### src/rtl/msp_pkg.sv
// Shared types for the miss source history predictor.
// Assumes two tracked classes: data (index 0) and code (index 1).
package msp_pkg;
    localparam int NCLS = 2;

    typedef enum logic {
        CLS_DATA = 1'b0,
        CLS_CODE = 1'b1
    } cls_e;

    typedef enum logic {
        SRC_MEM = 1'b0,
        SRC_C2C = 1'b1
    } src_e;

    typedef struct packed {
        logic p2p;
        logic prefetch;
    } advice_t;
endpackage

### src/rtl/msp_history.sv
// Shift history of fill sources for one class, newest fill at bit 0.
// It also keeps a running count of the 1 bits (cache-to-cache fills),
// so no wide popcount sits on the query path.
// Assumes CW is wide enough to hold the value DEPTH.
module msp_history #(
    parameter int DEPTH = 64,
    parameter int CW    = $clog2(DEPTH + 1)
) (
    input  logic             clk,
    input  logic             rst_n,
    input  logic             shift_en,
    input  logic             bit_in,
    output logic [DEPTH-1:0] hist,
    output logic [CW-1:0]    c2c_cnt
);
    logic [CW-1:0] cnt_next;

    // Count update: add the incoming bit and remove the bit falling off the end.
    always_comb begin
        cnt_next = c2c_cnt + CW'(bit_in) - CW'(hist[DEPTH-1]);
    end

    // History and count registers, cleared to "all memory fills" on reset.
    always_ff @(posedge clk) begin
        if (!rst_n) begin
            hist    <= '0;
            c2c_cnt <= '0;
        end else if (shift_en) begin
            hist    <= {hist[DEPTH-2:0], bit_in};
            c2c_cnt <= cnt_next;
        end
    end
endmodule

### src/rtl/msp_decide.sv
// Turns a cache-to-cache fill count into request-mode and prefetch advice.
// Purely combinational. Assumes both thresholds lie in 0..DEPTH.
module msp_decide
    import msp_pkg::*;
#(
    parameter int DEPTH      = 64,
    parameter int CW         = $clog2(DEPTH + 1),
    parameter int P2P_THRESH = 32,
    parameter int PF_THRESH  = 48
) (
    input  logic [CW-1:0] c2c_cnt,
    output advice_t       advice
);
    localparam logic [CW-1:0] P2P_TH = CW'(P2P_THRESH);
    localparam logic [CW-1:0] PF_TH  = CW'(PF_THRESH);
    localparam logic [CW-1:0] FULL   = CW'(DEPTH);

    logic [CW-1:0] mem_cnt;

    // Compare both source counts against their thresholds.
    always_comb begin
        mem_cnt         = FULL - c2c_cnt;
        advice.p2p      = (c2c_cnt >= P2P_TH);
        advice.prefetch = (mem_cnt >= PF_TH);
    end
endmodule

### src/rtl/miss_src_predictor.sv
// Top of the miss source history predictor.
// Routes each fill event to the history of its class (one history per
// class, built by generate) and answers a query for either class.
// Assumes at most one fill per cycle; a query is answered combinationally.
module miss_src_predictor
    import msp_pkg::*;
#(
    parameter int DEPTH      = 64,
    parameter int P2P_THRESH = 32,
    parameter int PF_THRESH  = 48
) (
    input  logic clk,
    input  logic rst_n,
    input  logic fill_valid,
    input  logic fill_is_code,
    input  logic fill_from_cache,
    input  logic query_is_code,
    output logic query_p2p,
    output logic query_prefetch
);
    localparam int CW = $clog2(DEPTH + 1);

    logic [NCLS-1:0]  shift_en;
    logic [DEPTH-1:0] hist_arr [NCLS];
    logic [CW-1:0]    cnt_arr  [NCLS];
    advice_t          adv_arr  [NCLS];
    advice_t          adv_sel;

    for (genvar g = 0; g < NCLS; g++) begin : g_cls
        // Steer the fill to the history whose class index matches.
        always_comb begin
            shift_en[g] = fill_valid && (fill_is_code == g[0]);
        end

        msp_history #(
            .DEPTH (DEPTH),
            .CW    (CW)
        ) u_hist (
            .clk      (clk),
            .rst_n    (rst_n),
            .shift_en (shift_en[g]),
            .bit_in   (fill_from_cache),
            .hist     (hist_arr[g]),
            .c2c_cnt  (cnt_arr[g])
        );

        msp_decide #(
            .DEPTH      (DEPTH),
            .CW         (CW),
            .P2P_THRESH (P2P_THRESH),
            .PF_THRESH  (PF_THRESH)
        ) u_dec (
            .c2c_cnt (cnt_arr[g]),
            .advice  (adv_arr[g])
        );
    end

    // Pick the advice of the queried class.
    always_comb begin
        adv_sel        = query_is_code ? adv_arr[CLS_CODE] : adv_arr[CLS_DATA];
        query_p2p      = adv_sel.p2p;
        query_prefetch = adv_sel.prefetch;
    end
endmodule

### config.mk
export PLATFORM = sky130hd
export DESIGN_NAME = miss_src_predictor
export DESIGN_NICKNAME = d
export VERILOG_FILES = /design/src/rtl/msp_pkg.sv /design/src/rtl/msp_history.sv /design/src/rtl/msp_decide.sv /design/src/rtl/miss_src_predictor.sv
export SDC_FILE = /design/constraint.sdc
export NUM_CORES = 1
export LEC_CHECK = 0
export BUFFER_PORTS_ARGS = -buffer_cell sky130_fd_sc_hd__buf_4
export CAP_MARGIN = 20
export CORE_MARGIN = 8
export CORE_UTILIZATION = 35
export DETAILED_ROUTE_END_ITERATION = 8
export GPL_ROUTABILITY_DRIVEN = 0
export GPL_TIMING_DRIVEN = 0
export PLACE_DENSITY = 0.51
export REMOVE_ABC_BUFFERS = 1
export SLEW_MARGIN = 10
export SYNTH_ARGS = -nofsm -noshare
export SYNTH_HDL_FRONTEND = slang
export SYNTH_SLANG_ARGS = --single-unit
### constraint.sdc
create_clock -name clk -period 3 [get_ports clk]
set_input_delay 0.3 -clock clk [delete_from_list [all_inputs] [get_ports clk]]
set_output_delay 0.3 -clock clk [all_outputs]
set_load 0.1 [all_outputs]
Word-level counts from Yosys, hierarchy flattened
Cells that the tools add are included.

operators by class
  muxes and demuxes = 1
  add/sub/neg operators = 6
  reduce and logical (&&, ||, !) cells = 2
  order comparisons = 4
  bitwise gates (word level) = 1

operators by type and width
  kind                   number
  $ge A7 B6 Y1 const B   4
  $add A7 B1 Y7          2
  $sub A7 B1 Y7          2
  $sub A7 B7 Y7 const A  2
  $logic_and A1 B1 Y1    2
  $mux W2                1
  $not A1 Y1             1

storage, ports and cells
  input port bits = 6
  output and inout bits = 2
  register bits after elaboration = 142
  logic and storage cells = 18

Logic depth before layout (Yosys ltp)
  depth after elaboration = 3
  gate-level depth with buffers = 10
  gate-level depth less buffers = 10

Modules after synthesis
A second synthesis with hierarchy kept.

second synthesis, totals
  cells, all modules = 566
  area total of the unflattened synthesis = 6065.8 sq um

modules (own cells, without submodules)
  module              cells each  times used  area an instance (sq um)  seq. area each (sq um)
  msp_history         275         2           2972.9                    1421.4
  msp_decide          6           2           42.5                      0.0
  miss_src_predictor  4           1           35.0                      0.0

Worst setup path after synthesis
Ideal clock, no wire load.

  path kind = register -> output
  from = register g_cls[1].u_hist.c2c_cnt[2]
  to = output port query_prefetch
  buffers on the path = 0
  setup slack = -0.021 ns
  arrival = 2.721 ns
  cell stages (with the launch flop) = 7
  data required time = 2.700 ns
  cell sequence = dfxtp_1 > inv_1 > ha_1 > nor3b_1 > nand2_1 > xnor2_1 > a32oi_1

on the way
  word-level cells in the longest chain between the ends = 3

ends and longest elaborated chain
  element                 RTL line                  source
  start, declared         msp_history.sv:14         output logic [CW-1:0] c2c_cnt
  start signal, assigned  msp_history.sv:30         c2c_cnt <= cnt_next;
  $sub A7 B7 Y7           msp_decide.sv:22          mem_cnt = FULL - c2c_cnt;
  $ge A7 B6 Y1            msp_decide.sv:24          advice.prefetch = (mem_cnt >= PF_TH);
  $mux W2                 miss_src_predictor.sv:60  adv_sel = query_is_code ? adv_arr[CLS_CODE] : adv_arr[CLS_DATA];
  end, declared           miss_src_predictor.sv:19  output logic query_prefetch

No other way between the ends.

Final worst setup path
  from = register g_cls[1].u_hist.c2c_cnt[3]
  to = output port query_prefetch

Same word-level chain as after synthesis.

==> flow_summary.yaml <==
run_status:
  status: "finished clean"
synth:
  syn_inst: 725
  syn_area_um2: 6026
  synth_cell_type_count: 36
  synth_seq_area_share_pct: 47.18
  yosys_warnings: 0
  synthFlopType: "dfxtp_1"
  avgSynthCellArea_um2: 8.311
  synth_edf_count: 0
  ys_ff_latch: 142
  synthArstFlopShare_pct: 0
timing:
  hold_violations: 0
  finalCriticalPeriod_ns: 2.472
  post-route-period-util_pct: 82.39
  clock_skew_ns: 0.005008
  final_max_slew_viol_count: 0
  finalSetupViolCount: 0
  fmax_mhz: 404.6
  grt_setup_unrepaired: "false"
  tightest_slew_ns: 0.8709
  maxSlewHeadroom_pct: 41.81
setup_path:
  path_class: "reg -> out"
  worst_setup_path_end_kind: "primary output"
  cp_max_fo: 3
  timing.rr.end: "g_cls[1].u_hist.c2c_cnt[6]$_SDFFE_PN0P_"
  ff2ff_setup_slack_ns: 0.67
  critical_path.startpoint: "g_cls[1].u_hist.c2c_cnt[3]$_SDFFE_PN0P_"
  r2r.worst_path.cells: 9
  reg2reg_from: "g_cls[1].u_hist.c2c_cnt[0]$_SDFFE_PN0P_"
  start_kind: "register"
  required_ns: 2.70
  crit_arrival_ns: 2.17
die:
  die_y_um: 147.2
  initial_core_util_pct: 35.33
  die_area_um2: 21670
  rows: 48
  dieWidth_um: 147.2
  io_pins: 8
  coreArea_um2: 17060
clock_network:
  htreeDepth: 4
  cts_resized: 0
  cts.path.max_buffers: 2
  cts.reportedPaths.clkPinSlew_ns: 0.06
  post_cts_buffers: 0
  cts_tree: "yes"
  cts_buffers: 17
  cts_hold_buffers: 0
  clk-insertion-delay-late_ns: 0.41
  cts_sinks: 142
  clockRootBuffer: "clkbuf_16"
route:
  routed_via_density: 4.674
  vias: 4417
  routed_wl_mm: 10.27
  wl_per_cell_um: 10.86
  first_iter_violations: 248
  drt_pass1_iterations: 4
  ant_nets: 0
  drc: 0
cells_and_area:
  drive_above_1_share_pct: 6.667
  num_antenna_cells: 0
  fin_nets: 741
  fin_util_pct: 40.38
  area_growth_pct: 14.29
  mostFrequentLayoutCells: "nand2_1 (271), dfxtp_1 (142), a21boi_0 (129)"
  final_common_cell: "nand2_1"
run:
  cap_violations: 0
power:
  leakage_uw: 0.002309
  ir_drop_mv: 0.3003
  power.density_nw_per_um2: 655.6
  power_uw: 4515
global_route:
  grt_pass1_wl_mm: 18.34
  overflow: 0
  grt_max_degree: 148
  grt_pass1_vias: 4219
  grt_usage_pct: 10.01
  antenna_found_initial: 0
min_path:
  hold_start: "fill_from_cache"
  hp-class: "in -> reg"
  whs_path_depth: 3
  holdPathEnd: "g_cls[1].u_hist.hist[0]$_SDFFE_PN0P_"
place:
  hpwl_mm: 5.888
  io_buffers: 7
## routing by layer
layer / up-vias / part of all wire [%] / GRT usage (%)
met4: 0 / 1.5 / 3.876
met3: 13 / 2.9 / 3.660
met2: 39 / 47 / 17.13
li1: 2315 / - / -
met5: - / 0 / 0
met1: 2050 / 49 / 11.10
## registers in the layout (all words and copies together) (netlist names)
register              flops
g_cls.u_hist.c2c_cnt     14
g_cls.u_hist.hist       128
## worst max-delay path by stage
| stage | to | slack, ns |
|---|---|---|
| 6_report | query_prefetch | 0.53 |
| 5_1_grt | query_prefetch | 0.29 |
| 4_1_cts | query_prefetch | 0.49 |
| 3_5_place_dp | g_cls[1].u_hist.c2c_cnt[6]$_SDFFE_PN0P_ | 0.66 |
| 3_3_place_gp | g_cls[0].u_hist.c2c_cnt[5]$_SDFFE_PN0P_ | -1.92 |
| 2_1_floorplan | g_cls[0].u_hist.c2c_cnt[5]$_SDFFE_PN0P_ | -0.41 |
## per-stage QoR
| stage | TNS, ns | worst slack [ns] | hold WS, ns | area, um^2 | cells |
|---|---|---|---|---|---|
| floorplan | -6.001 | -0.4117 | 0.4090 | 5821 | 677 |
| global placement | -106.78 | -1.919 | 0.4414 | 6155 | 909 |
| detailed placement | 0 | 0.6645 | 0.4453 | 6230 | 912 |
| CTS | 0 | 0.4860 | 0.1823 | 6859 | 944 |
| global route | 0 | 0.2854 | 0.1866 | 6887 | 945 |
| finish | 0 | 0.5283 | 0.1934 | 6887 | 945 |
## cell families (layout without fill, tap and decap cells)
logic type | after synthesis | count (layout) | synth area share, %
XOR/XNOR | 10 | 10 | 1.454
flip-flops | 142 | 142 | 47.18
buffers and inverters | 72 | 67 | 4.900
AO/OA/AOI/OAI | 166 | 166 | 19.93
adder cells (fa/ha/maj) | 28 | 28 | 6.063
AND/OR/NAND/NOR | 307 | 307 | 20.47
## Yosys cell counts, types with 2 or more instances
master	number	area share, %
o2111ai_1	2	0.29
a21boi_1	3	0.37
o21bai_1	2	0.25
nor4_1	2	0.21
a21oi_1	9	0.75
a31oi_1	5	0.52
o21ai_0	10	0.83
nor3b_1	2	0.25
dfxtp_1	142	47
o31ai_1	2	0.25
fa_1	2	0.66
a21boi_0	129	16
nand3b_1	2	0.25
nand2_1	272	17
inv_1	24	1.5
nand3_1	6	0.50
or3_1	4	0.42
clkbuf_1	27	1.7
ha_1	26	5.4
nor2b_1	3	0.31
nand2b_1	5	0.52
buf_2	20	1.7
and3_1	2	0.21
nor2_1	4	0.25
xnor2_1	9	1.3
## power by group
group	total (uW)	internal [uW]	switching [uW]
logic	384	138	246
registers	1910	1900	12.1
clock network	2220	1420	801
total	4510	3460	1060
## critical path, cell delays in order, from the launching register on
cell,delay [ns]
dfxtp_1,0.33
inv_1,0.11
ha_1,0.14
nor3b_1,0.39
nand2_1,0.13
xnor2_1,0.14
a32oi_1,0.19
buf_4,0.32
## area by class of cell
cell class	instances	area, um^2
fillers	1705	10170
flip-flops and latches	142	2843
clock inverters	13	186.4
well taps	225	281.5
repair buffers	11	140.1
clock buffers	19	442.9
multi-input cells	511	2903
inverters	24	90.09
Power figures use the tool's default switching activity.
